<file path="config.mk">
export PLATFORM = sky130hd
export DESIGN_NAME = poe_port_seq
export DESIGN_NICKNAME = d
export VERILOG_FILES = /design/src/rtl/poe_seq_pkg.sv /design/src/rtl/poe_in_sync.sv /design/src/rtl/poe_en_regs.sv /design/src/rtl/poe_cool_timer.sv /design/src/rtl/poe_port_fsm.sv /design/src/rtl/poe_port_seq.sv
export SDC_FILE = /design/constraint.sdc
export NUM_CORES = 1
export LEC_CHECK = 0
export ABC_AREA = 1
export BUFFER_PORTS_ARGS = -buffer_cell sky130_fd_sc_hd__clkbuf_2
export CORE_ASPECT_RATIO = 1.25
export CORE_MARGIN = 2
export CORE_UTILIZATION = 45
export CTS_BUF_LIST = sky130_fd_sc_hd__clkbuf_2
export DETAILED_ROUTE_END_ITERATION = 8
export PLACE_DENSITY = 0.69
export SETUP_SLACK_MARGIN = 0.02
export SYNTH_ARGS = -nofsm -noshare
export SYNTH_HDL_FRONTEND = slang
export SYNTH_HIERARCHICAL = 1
export SYNTH_SLANG_ARGS = --single-unit
</file>
<file path="constraint.sdc">
create_clock -name clk -period 3.4 [get_ports clk]
set_clock_uncertainty 0.05 [all_clocks]
set_input_delay 0.34 -clock clk [delete_from_list [all_inputs] [get_ports clk]]
set_output_delay 0.34 -clock clk [all_outputs]
set_load 0.01 [all_outputs]
</file>
<file path="src/rtl/poe_seq_pkg.sv">
package poe_seq_pkg;

   typedef enum logic [2:0] {
      ST_IDLE    = 3'd0,
      ST_DETECT  = 3'd1,
      ST_CLASS   = 3'd2,
      ST_POWERED = 3'd3,
      ST_COOL    = 3'd4
   } port_state_e;

   typedef enum logic [2:0] {
      CAUSE_NONE    = 3'd0,
      CAUSE_DISC    = 3'd1,
      CAUSE_START   = 3'd2,
      CAUSE_PCUT    = 3'd3,
      CAUSE_ILIM    = 3'd4,
      CAUSE_HOSTOFF = 3'd5,
      CAUSE_UVLO    = 3'd6
   } off_cause_e;

   localparam int STATE_W = $bits(port_state_e);
   localparam int CAUSE_W = $bits(off_cause_e);

endpackage

</file>
<file path="src/rtl/poe_in_sync.sv">
module poe_in_sync #(
   parameter int STAGES = 2,
   parameter int W      = 1
) (
   input  logic         clk,
   input  logic         rst_n,
   input  logic [W-1:0] d,
   output logic [W-1:0] q
);

   if (STAGES < 0 || STAGES > 4) begin : g_bad_stages
      $error("poe_in_sync: STAGES must be 0..4");
   end
   if (W < 1) begin : g_bad_width
      $error("poe_in_sync: W must be at least 1");
   end

   if (STAGES == 0) begin : g_pass
      assign q = d;
   end else begin : g_flop
      logic [W-1:0] pipe [STAGES];
      always_ff @(posedge clk or negedge rst_n) begin
         if (!rst_n) begin
            for (int i = 0; i < STAGES; i++) pipe[i] <= '0;
         end else begin
            pipe[0] <= d;
            for (int i = 1; i < STAGES; i++) pipe[i] <= pipe[i-1];
         end
      end
      assign q = pipe[STAGES-1];
   end

endmodule

</file>
<file path="src/rtl/poe_en_regs.sv">
module poe_en_regs #(
   parameter int              ADDR_W   = 8,
   parameter int              DATA_W   = 8,
   parameter logic [ADDR_W-1:0] EN_ADDR  = 'h14,
   parameter logic [ADDR_W-1:0] OFF_ADDR = 'h1A,
   parameter int              DET_BIT  = 0,
   parameter int              CLS_BIT  = 1,
   parameter int              OFF_BIT  = 0
) (
   input  logic              clk,
   input  logic              rst_n,
   input  logic              wr,
   input  logic [ADDR_W-1:0] addr,
   input  logic [DATA_W-1:0] wdata,
   output logic              det_en,
   output logic              cls_en,
   output logic              host_off
);

   if (DET_BIT >= DATA_W || CLS_BIT >= DATA_W || OFF_BIT >= DATA_W) begin : g_bad_bit
      $error("poe_en_regs: bit index outside data width");
   end
   if (DET_BIT == CLS_BIT) begin : g_bad_alias
      $error("poe_en_regs: detect and class bits must differ");
   end
   if (EN_ADDR == OFF_ADDR) begin : g_bad_addr
      $error("poe_en_regs: enable and power-off addresses must differ");
   end

   logic en_hit;

   assign en_hit   = wr && (addr == EN_ADDR);
   assign host_off = wr && (addr == OFF_ADDR) && wdata[OFF_BIT];

   always_ff @(posedge clk or negedge rst_n) begin
      if (!rst_n) begin
         det_en <= 1'b0;
         cls_en <= 1'b0;
      end else if (host_off) begin
         det_en <= 1'b0;
         cls_en <= 1'b0;
      end else if (en_hit) begin
         det_en <= wdata[DET_BIT];
         cls_en <= wdata[CLS_BIT];
      end
   end

   // a power-off command leaves both enables clear on the next cycle
   assert_hostoff_clears_R10: assert property (@(posedge clk) disable iff (!rst_n)
      host_off |=> (!det_en && !cls_en));

   // enables only move on a write to one of the two addresses
   assert_en_stable_R2: assert property (@(posedge clk) disable iff (!rst_n)
      !(wr && (addr == EN_ADDR || addr == OFF_ADDR)) |=> ($stable(det_en) && $stable(cls_en)));

endmodule

</file>
<file path="src/rtl/poe_cool_timer.sv">
module poe_cool_timer #(
   parameter int CNT_W = 16
) (
   input  logic             clk,
   input  logic             rst_n,
   input  logic             load,
   input  logic [CNT_W-1:0] len,
   output logic             active,
   output logic             last
);

   if (CNT_W < 1 || CNT_W > 32) begin : g_bad_w
      $error("poe_cool_timer: CNT_W must be 1..32");
   end

   localparam logic [CNT_W-1:0] ONE = CNT_W'(1);

   logic [CNT_W-1:0] cnt;

   always_ff @(posedge clk or negedge rst_n) begin
      if (!rst_n) begin
         cnt <= '0;
      end else if (load) begin
         cnt <= (len == '0) ? ONE : len;
      end else if (cnt != '0) begin
         cnt <= cnt - ONE;
      end
   end

   assign active = (cnt != '0);
   assign last   = (cnt == ONE);

   // a load always starts a non-empty interval
   assert_load_starts_R8: assert property (@(posedge clk) disable iff (!rst_n)
      load |=> active);

   // the interval does not end before its final cycle
   assert_no_early_end_R8: assert property (@(posedge clk) disable iff (!rst_n)
      (active && !last && !load) |=> active);

endmodule

</file>
<file path="src/rtl/poe_port_fsm.sv">
module poe_port_fsm
   import poe_seq_pkg::*;
#(
   parameter int FING_W      = 3,
   parameter int MAX_FINGERS = 5
) (
   input  logic              clk,
   input  logic              rst_n,
   input  logic              det_en,
   input  logic              cls_en,
   input  logic              host_off,
   input  logic              uvlo,
   input  logic              mps_lost,
   input  logic              flt_start,
   input  logic              flt_pcut,
   input  logic              flt_ilim,
   input  logic              det_done,
   input  logic              det_pass,
   input  logic              cls_done,
   input  logic [FING_W-1:0] cls_fingers,
   input  logic              cool_last,
   output port_state_e       st,
   output logic [FING_W-1:0] cls_rec,
   output off_cause_e        cause,
   output logic              cool_load
);

   if (MAX_FINGERS < 1 || MAX_FINGERS >= (1 << FING_W)) begin : g_bad_fingers
      $error("poe_port_fsm: MAX_FINGERS must be 1..2**FING_W-1");
   end

   port_state_e       st_nxt;
   logic [FING_W-1:0] cls_nxt;
   off_cause_e        cause_nxt;
   logic              cls_ok;
   logic              any_flt;
   logic              abort;

   assign cls_ok  = (cls_fingers != '0) && (int'(cls_fingers) <= MAX_FINGERS);
   assign any_flt = flt_start || flt_pcut || flt_ilim;
   assign abort   = uvlo || host_off || !det_en;

   always_comb begin
      st_nxt    = st;
      cls_nxt   = cls_rec;
      cause_nxt = cause;
      cool_load = 1'b0;
      unique case (st)
         ST_IDLE: begin
            if (det_en && !uvlo && !host_off) st_nxt = ST_DETECT;
         end
         ST_DETECT: begin
            if (abort) st_nxt = ST_IDLE;
            else if (det_done && det_pass && cls_en) st_nxt = ST_CLASS;
         end
         ST_CLASS: begin
            if (abort) begin
               st_nxt = ST_IDLE;
            end else if (cls_done) begin
               if (cls_ok) begin
                  st_nxt  = ST_POWERED;
                  cls_nxt = cls_fingers;
               end else begin
                  st_nxt  = ST_DETECT;
                  cls_nxt = '0;
               end
            end
         end
         ST_POWERED: begin
            if (uvlo) begin
               st_nxt    = ST_IDLE;
               cause_nxt = CAUSE_UVLO;
            end else if (host_off) begin
               st_nxt    = ST_IDLE;
               cause_nxt = CAUSE_HOSTOFF;
            end else if (any_flt) begin
               st_nxt    = ST_COOL;
               cool_load = 1'b1;
               if (flt_start)     cause_nxt = CAUSE_START;
               else if (flt_pcut) cause_nxt = CAUSE_PCUT;
               else               cause_nxt = CAUSE_ILIM;
            end else if (mps_lost) begin
               st_nxt    = det_en ? ST_DETECT : ST_IDLE;
               cause_nxt = CAUSE_DISC;
            end
         end
         ST_COOL: begin
            if (cool_last) st_nxt = (det_en && !uvlo && !host_off) ? ST_DETECT : ST_IDLE;
         end
         default: st_nxt = ST_IDLE;
      endcase
   end

   always_ff @(posedge clk or negedge rst_n) begin
      if (!rst_n) begin
         st      <= ST_IDLE;
         cls_rec <= '0;
         cause   <= CAUSE_NONE;
      end else begin
         st      <= st_nxt;
         cls_rec <= cls_nxt;
         cause   <= cause_nxt;
      end
   end

   // undervoltage drops any active state to idle
   assert_uvlo_idle_R11: assert property (@(posedge clk) disable iff (!rst_n)
      (uvlo && (st inside {ST_DETECT, ST_CLASS, ST_POWERED})) |=> (st == ST_IDLE));

   // a fault while powered always leads into cool-down
   assert_fault_cool_R7: assert property (@(posedge clk) disable iff (!rst_n)
      (st == ST_POWERED && !uvlo && !host_off && any_flt) |=> (st == ST_COOL));

   // a disconnect with detection enabled restarts detection at once
   assert_disc_restart_R6: assert property (@(posedge clk) disable iff (!rst_n)
      (st == ST_POWERED && !uvlo && !host_off && !any_flt && mps_lost && det_en)
      |=> (st == ST_DETECT && cause == CAUSE_DISC));

   // cool-down is left only on its last cycle
   assert_cool_hold_R9: assert property (@(posedge clk) disable iff (!rst_n)
      (st == ST_COOL && !cool_last) |=> (st == ST_COOL));

endmodule

</file>
<file path="src/rtl/poe_port_seq.sv">
module poe_port_seq
   import poe_seq_pkg::*;
#(
   parameter int              ADDR_W         = 8,
   parameter int              DATA_W         = 8,
   parameter logic [ADDR_W-1:0] EN_ADDR        = 'h14,
   parameter logic [ADDR_W-1:0] OFF_ADDR       = 'h1A,
   parameter int              COOL_W         = 16,
   parameter int              IN_SYNC_STAGES = 2,
   parameter int              FING_W         = 3,
   parameter int              MAX_FINGERS    = 5
) (
   input  logic                 clk,
   input  logic                 rst_n,
   input  logic                 reg_wr,
   input  logic [ADDR_W-1:0]    reg_addr,
   input  logic [DATA_W-1:0]    reg_wdata,
   input  logic [COOL_W-1:0]    cool_len,
   input  logic                 det_done,
   input  logic                 det_pass,
   input  logic                 cls_done,
   input  logic [FING_W-1:0]    cls_fingers,
   input  logic                 flt_start,
   input  logic                 flt_pcut,
   input  logic                 flt_ilim,
   input  logic                 mps_lost,
   input  logic                 uvlo,
   output logic                 det_req,
   output logic                 cls_req,
   output logic                 pwr_on,
   output logic                 cooldown_active,
   output logic                 det_en,
   output logic                 cls_en,
   output logic [FING_W+5:0]    status
);

   localparam int N_ASYNC = 5;

   if (DATA_W < 2) begin : g_bad_data
      $error("poe_port_seq: DATA_W must hold both enable bits");
   end
   if (CAUSE_W + STATE_W != 6) begin : g_bad_pkg
      $error("poe_port_seq: status packing expects 3-bit state and cause");
   end

   logic [N_ASYNC-1:0] raw_in, sync_in;
   logic               s_uvlo, s_mps, s_start, s_pcut, s_ilim;
   logic               host_off;
   logic               cool_load, cool_last;
   port_state_e        st;
   off_cause_e         cause;
   logic [FING_W-1:0]  cls_rec;

   assign raw_in = {uvlo, mps_lost, flt_start, flt_pcut, flt_ilim};

   poe_in_sync #(.STAGES(IN_SYNC_STAGES), .W(N_ASYNC)) u_sync (
      .clk   (clk),
      .rst_n (rst_n),
      .d     (raw_in),
      .q     (sync_in)
   );

   assign {s_uvlo, s_mps, s_start, s_pcut, s_ilim} = sync_in;

   poe_en_regs #(
      .ADDR_W   (ADDR_W),
      .DATA_W   (DATA_W),
      .EN_ADDR  (EN_ADDR),
      .OFF_ADDR (OFF_ADDR)
   ) u_regs (
      .clk      (clk),
      .rst_n    (rst_n),
      .wr       (reg_wr),
      .addr     (reg_addr),
      .wdata    (reg_wdata),
      .det_en   (det_en),
      .cls_en   (cls_en),
      .host_off (host_off)
   );

   poe_cool_timer #(.CNT_W(COOL_W)) u_cool (
      .clk    (clk),
      .rst_n  (rst_n),
      .load   (cool_load),
      .len    (cool_len),
      .active (cooldown_active),
      .last   (cool_last)
   );

   poe_port_fsm #(.FING_W(FING_W), .MAX_FINGERS(MAX_FINGERS)) u_fsm (
      .clk         (clk),
      .rst_n       (rst_n),
      .det_en      (det_en),
      .cls_en      (cls_en),
      .host_off    (host_off),
      .uvlo        (s_uvlo),
      .mps_lost    (s_mps),
      .flt_start   (s_start),
      .flt_pcut    (s_pcut),
      .flt_ilim    (s_ilim),
      .det_done    (det_done),
      .det_pass    (det_pass),
      .cls_done    (cls_done),
      .cls_fingers (cls_fingers),
      .cool_last   (cool_last),
      .st          (st),
      .cls_rec     (cls_rec),
      .cause       (cause),
      .cool_load   (cool_load)
   );

   assign det_req = (st == ST_DETECT);
   assign cls_req = (st == ST_CLASS);
   assign pwr_on  = (st == ST_POWERED);
   assign status  = {cause, cls_rec, st};

   // the timer and the state machine agree on cool-down
   assert_cool_state_R8: assert property (@(posedge clk) disable iff (!rst_n)
      cooldown_active == (st == ST_COOL));

   // a powered port always carries an accepted class count
   assert_class_range_R4: assert property (@(posedge clk) disable iff (!rst_n)
      pwr_on |-> (cls_rec != '0 && int'(cls_rec) <= MAX_FINGERS));

   // the cause field only moves when power is removed
   assert_cause_on_drop_R13: assert property (@(posedge clk) disable iff (!rst_n)
      !pwr_on |=> $stable(cause));

endmodule

</file>
==> impl_metrics.py, run 1 <==
metrics = {
    "status": {
        "status": "complete, but fails checks",
        "failed_checks": "negative hold slack",
    },
    "placement": {
        "dpl.hpwl_um": 3890,
        "dp_slack_ns": 0.825,
        "port_buffers": 54,
        "gp_congestion": 0.901,
        "dp.cells": 459,
    },
    "grt": {
        "grt_overflow": 0,
        "grt_pass1_wl_um": 8690,
        "antenna_found_initial": 0,
        "grt_pass1_vias": 2118,
        "grt_max_degree": 38,
        "grt_usage_pct": 17.6,
    },
    "synthesis": {
        "syn_area_per_cell_um2": 6.92,
        "synth-xor-area-share_pct": 0.721,
        "synth-async-reset-ratio_pct": 100,
        "syn_area_um2": 2430,
        "synthCells": 351,
        "synth_compound_area_share_pct": 5.41,
        "ys_seq_area_share_pct": 38.1,
        "yosysUniqueCellTypes": 30,
        "synth_common_cells": "nand2_1, nor2_1, inv_1, dfrtp_1, nand3_1",
        "ys_ff_latch": 37,
        "synthFlopType": "dfrtp_1",
        "synth_top_area_share_pct": 38.1,
        "synth_nets": 399,
        "synthMuxAreaShare_pct": 0,
        "yosys-top-cells-area": "dfrtp_1, nand2_1, nor2_1",
        "synth_top_family_by_area": "simple AND/OR/NAND/NOR gates",
        "synth_most_common_cell": "nand2_1",
        "yosys.area.top_type": "dfrtp_1",
        "synth_edf_count": 0,
        "synth-adder-area-share_pct": 1.03,
        "yosys.area_share.simple_pct": 44.2,
        "yosysWarnings": 6,
    },
    "final_layout": {
        "utilization_pct": 54.6,
        "drive_above_1_share_pct": 23.2,
        "num_antenna_cells": 0,
        "finalNonFillerCells": 472,
        "area_delta_synth_final_pct": 15.9,
        "fillers": 543,
        "fin_nets": 457,
    },
    "sta": {
        "setup_tns_ns": 0,
        "tightestPinTransition_ns": 0.905,
        "drv_slew": 0,
        "setup_viol": 0,
        "rsz0062_at_grt": "no",
        "setup_slack_ns": 1.11,
        "hold_viol": 5,
        "slew_headroom_pct": 39.6,
        "fin_crit_sh_pct": 67.3,
        "fin_crit_ns": 2.29,
        "fmax_mhz": 437,
        "worst_hold_slack_ns": -0.00526,
    },
    "critical_path": {
        "worstPathArrival_ns": 2.49,
        "critPathMaxFanout": 20,
        "r2r_end": "u_cool/cnt[11]$_DFFE_PN0P_",
        "worstSetupEndpointType": "flip-flop",
        "start_kind": "flip-flop",
        "rr_startpoint": "u_fsm/st[0]$_DFFE_PN0P_",
        "worstPathRequired_ns": 3.61,
        "worstSetupPathType": "flip-flop to flip-flop",
        "reg2reg_slack_ns": 1.11,
        "r2r_cells": 9,
    },
    "clock_network": {
        "clk_path_buf_depth": 2,
        "htreeDepth": 2,
        "clock-root-buffer": "clkbuf_2",
        "cts.repair.resized": 0,
        "worstSkewPairLatency_ns": 0.38,
        "cts.sinks": 37,
        "clk_pin_slew_ns": 0.20,
        "cts_tree": "built",
        "post-cts-setup-buffer-count": 0,
        "cts_buffers": 5,
    },
    "power_and_ir_drop": {
        "power.density_nw_per_um2": 623,
        "vdd_ir_drop_max_mv": 0.330,
        "total_power_mw": 1.75,
        "p_leak_nw": 1.55,
    },
    "job": {
        "drv_cap": 0,
    },
    "die": {
        "die_area_um2": 6000,
        "die_x_um": 69.7,
        "fp-row-count": 29,
        "core_region_area_um2": 5150,
        "fp.dieH_um": 86.1,
        "io_pins": 61,
        "initial_core_util_pct": 47.1,
    },
    "route": {
        "route.detailed.drc": 0,
        "wl_per_cell_um": 10.4,
        "vias": 2228,
        "drt-initial-drc-count": 70,
        "drtPass1Iterations": 4,
        "vias_per_cell": 4.72,
        "drt-total-wl_um": 4910,
        "drtAntennaViolNets": 0,
    },
    "min_path": {
        "hold_path_class": "primary input to async pin",
    },
}
[sequential cells by signal, indices dropped and copies added, names as in the netlist]
name / cells
u_regs/det_en: 1
u_fsm/cause: 3
u_cool/cnt: 16
u_regs/cls_en: 1
u_sync/g_flop.pipe: 5
u_fsm/st: 3
u_sync/q: 5
u_fsm/cls_rec: 3
[metal layers]
metal | track usage [%] | share of wire [%] | vias to the layer above
li1 | - | - | 1184
met1 | 20.2 | 43 | 993
met2 | 32.9 | 51 | 44
met3 | 3.53 | 3.9 | 7
met4 | 5.59 | 1.8 | 0
met5 | 0 | 0 | -
[cell type report]
type | instances | area, um2 | area share [%]
multi-input combinational | 253 | 1250 | 44.3
sequential | 37 | 926 | 32.9
timing repair buffer | 60 | 328 | 11.6
inverter | 52 | 195 | 6.93
tap | 62 | 77.6 | 2.76
clock buffer | 5 | 25.0 | 0.889
clock inverter | 3 | 17.5 | 0.622
[power by group]
group | leakage [nW] | switching, mW | internal (mW)
logic | 1.09 | 0.493 | 0.313
registers | 0.436 | 0.162 | 0.588
clock network | 0.0287 | 0.149 | 0.0480
[logic make-up (layout without fill, tap and decap cells)]
group,Yosys count,count (layout)
AOI/OAI and AO/OA,21,21
xor gates and xnor gates,2,2
adders and majority gates,2,2
buffers and inverters,61,120
DFF,37,37
and+or+nand+nor,228,228
[repair_timing]
action / in CTS / in global routing
hold buffers: 5 / 0
endpoints found under the setup margin: 0 / 0
endpoints found under the hold margin: 5 / 0
[cell usage in the layout, fill, tap and decap left out, drive strengths merged]
master / instances
nand3b: 2
nand2: 121
ha: 2
buf: 1
a21oi: 9
clkinvlp: 1
dlygate4sd3: 5
or2: 3
xnor2: 2
o21ai: 9
nor3: 3
nor2: 66
dfrtp: 37
o31ai: 3
inv: 52
clkbuf: 59
nand3: 31
nand4: 2
clkinv: 2
[critical path, cell delays in order, from the launching register on]
cell and delay [ns]:
dfrtp_1 0.55, nand2_1 0.14, nor2_4 0.13, inv_2 0.07, nor3_2 0.10, buf_4 0.23, inv_1 0.36, or2_2 0.42
nand2_1 0.07, a21oi_1 0.04
[metrics by stage]
step | area [um2] | hold slack [ns]
floorplan | 2430 | -0.00559
detailed placement | 2720 | 0.286
finish | 2820 | -0.00526
CTS | 2820 | 0.0133
global route | 2820 | 0.0194
global placement | 2720 | 0.284
[worst max path at each step]
| stage | from | to | slack (ns) | cells after the start |
|---|---|---|---|---|
| CTS | u_fsm/st[0]$_DFFE_PN0P_ | u_cool/cnt[11]$_DFFE_PN0P_ | 1.11 | 9 |
| detailed placement | reg_addr[5] | u_cool/cnt[11]$_DFFE_PN0P_ | 0.83 | 14 |
| finish | u_fsm/st[0]$_DFFE_PN0P_ | u_cool/cnt[11]$_DFFE_PN0P_ | 1.11 | 9 |
| global placement | reg_addr[6] | u_cool/cnt[11]$_DFFE_PN0P_ | 0.84 | 14 |
| global route | u_fsm/st[0]$_DFFE_PN0P_ | u_cool/cnt[11]$_DFFE_PN0P_ | 0.93 | 9 |
| floorplan | reg_addr[6] | u_cool/cnt[11]$_DFFE_PN0P_ | 1.40 | 13 |
Note: power is estimated with default switching activity, not from simulation.
==> run 2: changes to the inputs <==
- PLACE_DENSITY: 0.69 -> 0.72
- clock period: 3.4 -> 2.1 ns (I/O delays scaled with it)
==> run 2 against run 1 <==
The flow now finishes without violations. Via count up 2.6%. Cell count increased by 3.2%. Design area increased by 6.4%. Critical path depth down 3. Sequential power up 61%.
==> impl_metrics.py, run 2 (synthesized netlist as in run 1, its figures left out) <==
metrics = {
    "route": {
        "vias": 2286,
        "drt-total-wl_um": 5260,
        "route.met3.wl_um": 217,
        "drtAntennaViolNets": 0,
        "wl_met1_um": 2240,
        "drt-initial-drc-count": 81,
        "wl_per_cell_um": 10.8,
        "routed.top_layer": "met4",
        "route.detailed.drc": 0,
        "wl_met2_um": 2720,
        "drtPass1Iterations": 4,
        "vias_per_cell": 4.69,
    },
    "final_layout": {
        "area_delta_synth_final_pct": 23.4,
        "fin_nets": 474,
        "utilization_pct": 58.2,
        "layout_commonest_cell": "nand2_1",
        "finalNonFillerCells": 487,
        "fillers": 494,
        "num_antenna_cells": 0,
        "top_register": "u_cool/cnt",
        "drive_above_1_share_pct": 24.0,
        "largest_register_ffs": 16,
        "final_cell_mix": "nand2_1, clkbuf_2, nor2_1",
    },
    "power_and_ir_drop": {
        "p_leak_nw": 1.63,
        "vdd_ir_drop_max_mv": 0.499,
        "power.density_nw_per_um2": 970,
    },
    "placement": {
        "gp_congestion": 0.863,
        "dp_slack_ns": 0.208,
        "dpl.hpwl_um": 3980,
        "dp.cells": 464,
        "port_buffers": 54,
    },
    "grt": {
        "grt_pass1_wl_um": 9100,
        "grt_max_degree": 38,
        "grt_pass1_vias": 2195,
        "antenna_found_initial": 0,
        "grt_usage_pct": 18.7,
        "grt_overflow": 0,
    },
    "status": {
        "status": "complete, no violations",
    },
    "sta": {
        "fmax_mhz": 509,
        "setup_slack_ns": 0.137,
        "slew_headroom_pct": 77.9,
        "setup_tns_ns": 0,
        "worst_hold_slack_ns": 0.0659,
        "tightestPinTransition_ns": 0.330,
        "setup_viol": 0,
        "fin_crit_sh_pct": 93.5,
        "hold_viol": 0,
        "drv_slew": 0,
        "rsz0062_at_grt": "no",
        "fin_crit_ns": 1.96,
    },
    "die": {
        "fp.dieH_um": 86.1,
        "die_area_um2": 6000,
        "io_pins": 61,
        "core_region_area_um2": 5150,
        "die_x_um": 69.7,
        "initial_core_util_pct": 47.1,
        "fp-row-count": 29,
    },
    "clock_network": {
        "clk_pin_slew_ns": 0.17,
        "cts_buffers": 5,
        "clock-root-buffer": "clkbuf_2",
        "cts_tree": "built",
        "htreeDepth": 2,
        "worstSkewPairLatency_ns": 0.37,
        "cts.sinks": 37,
        "clk_path_buf_depth": 2,
    },
    "critical_path": {
        "start_kind": "flip-flop",
        "worstPathRequired_ns": 1.84,
        "reg2reg_slack_ns": 0.33,
        "slowest_stage": "dfrtp_2",
        "critPathMaxFanout": 9,
        "worstSetupEndpointType": "output port",
        "worstPathArrival_ns": 1.70,
        "worstSetupPathType": "flip-flop to output port",
        "cp_cell_sequence": "inv_1, ha_4, nand2_4, nor2_8, nand3_4, clkbuf_2",
        "cp_slowest_stage_delay_ns": 0.47,
    },
    "min_path": {
        "hold_path_class": "primary input to flip-flop",
    },
    "job": {
        "drv_cap": 0,
    },
}
-- run 2: cell types whose count changed in the layout (fill, tap and decap cells not counted), sizes merged --
cell and delta:
clkinvlp -1, clkinv -1, dlygate4sd3 +11, buf +6
-- run 2: repair_timing --
action,4_1_cts,5_1_grt
cloned,0,0
resized for setup,1,3
setup endpoints to repair,1,11
pin swaps,0,1
hold buffers,14,2
setup buffers,0,1
endpoints found under the hold margin,50,2
-- run 2: layer usage --
layer | up-vias | track usage (%)
met5 | - | 0
met4 | 0 | 5.77
met3 | 7 | 3.29
met2 | 54 | 34.8
met1 | 1006 | 21.8
li1 | 1219 | -
-- run 2: power breakdown --
part | switching (mW) | internal [mW]
logic | 0.829 | 0.573
clock network | 0.220 | 0.0680
registers | 0.260 | 0.954
total | 1.31 | 1.60
-- run 2: area by class of cell --
| class | count | area (um2) | area share (%) |
|---|---|---|---|
| clock buffer | 5 | 25.0 | 0.835 |
| clock inverter | 1 | 5.00 | 0.167 |
| inverter | 52 | 195 | 6.51 |
| multi-input combinational | 253 | 1260 | 42.0 |
| sequential | 37 | 927 | 30.9 |
| tap | 62 | 77.6 | 2.59 |
| timing repair buffer | 77 | 508 | 17.0 |
-- run 2: stage by stage --
step / power (mW) / cell area [um2]
detailed placement: 2.57 / 2790
global placement: 2.53 / 2790
CTS: 2.89 / 2960
global route: 3.22 / 3000
floorplan: 2.18 / 2430
finish: 2.91 / 3000
-- run 2: path summary, 6_finish.rpt --
kind,from,endpoint,cells after the start
max in group asynchronous,rst_n,u_cool/cnt[0]$_DFFE_PN0P_,3
worst min register to register,u_sync/g_flop.pipe[8]$_DFF_PN0_,u_sync/q[3]$_DFF_PN0_,0
min in group asynchronous,rst_n,u_fsm/st[2]$_DFFE_PN0P_,3
worst max-delay path,u_cool/cnt[0]$_DFFE_PN0P_,cooldown_active,6
worst max register to register,u_fsm/st[0]$_DFFE_PN0P_,u_cool/cnt[13]$_DFFE_PN0P_,9
worst min-delay path,cool_len[15],u_cool/cnt[15]$_DFFE_PN0P_,5
-- run 2: worst max-delay path, delay by kind of cell (launching register included) --
kind / cells / cell delay (ns)
simple gates: 3 / 0.37
flops: 1 / 0.47
buf+inv: 2 / 0.27
fa+ha+maj: 1 / 0.22
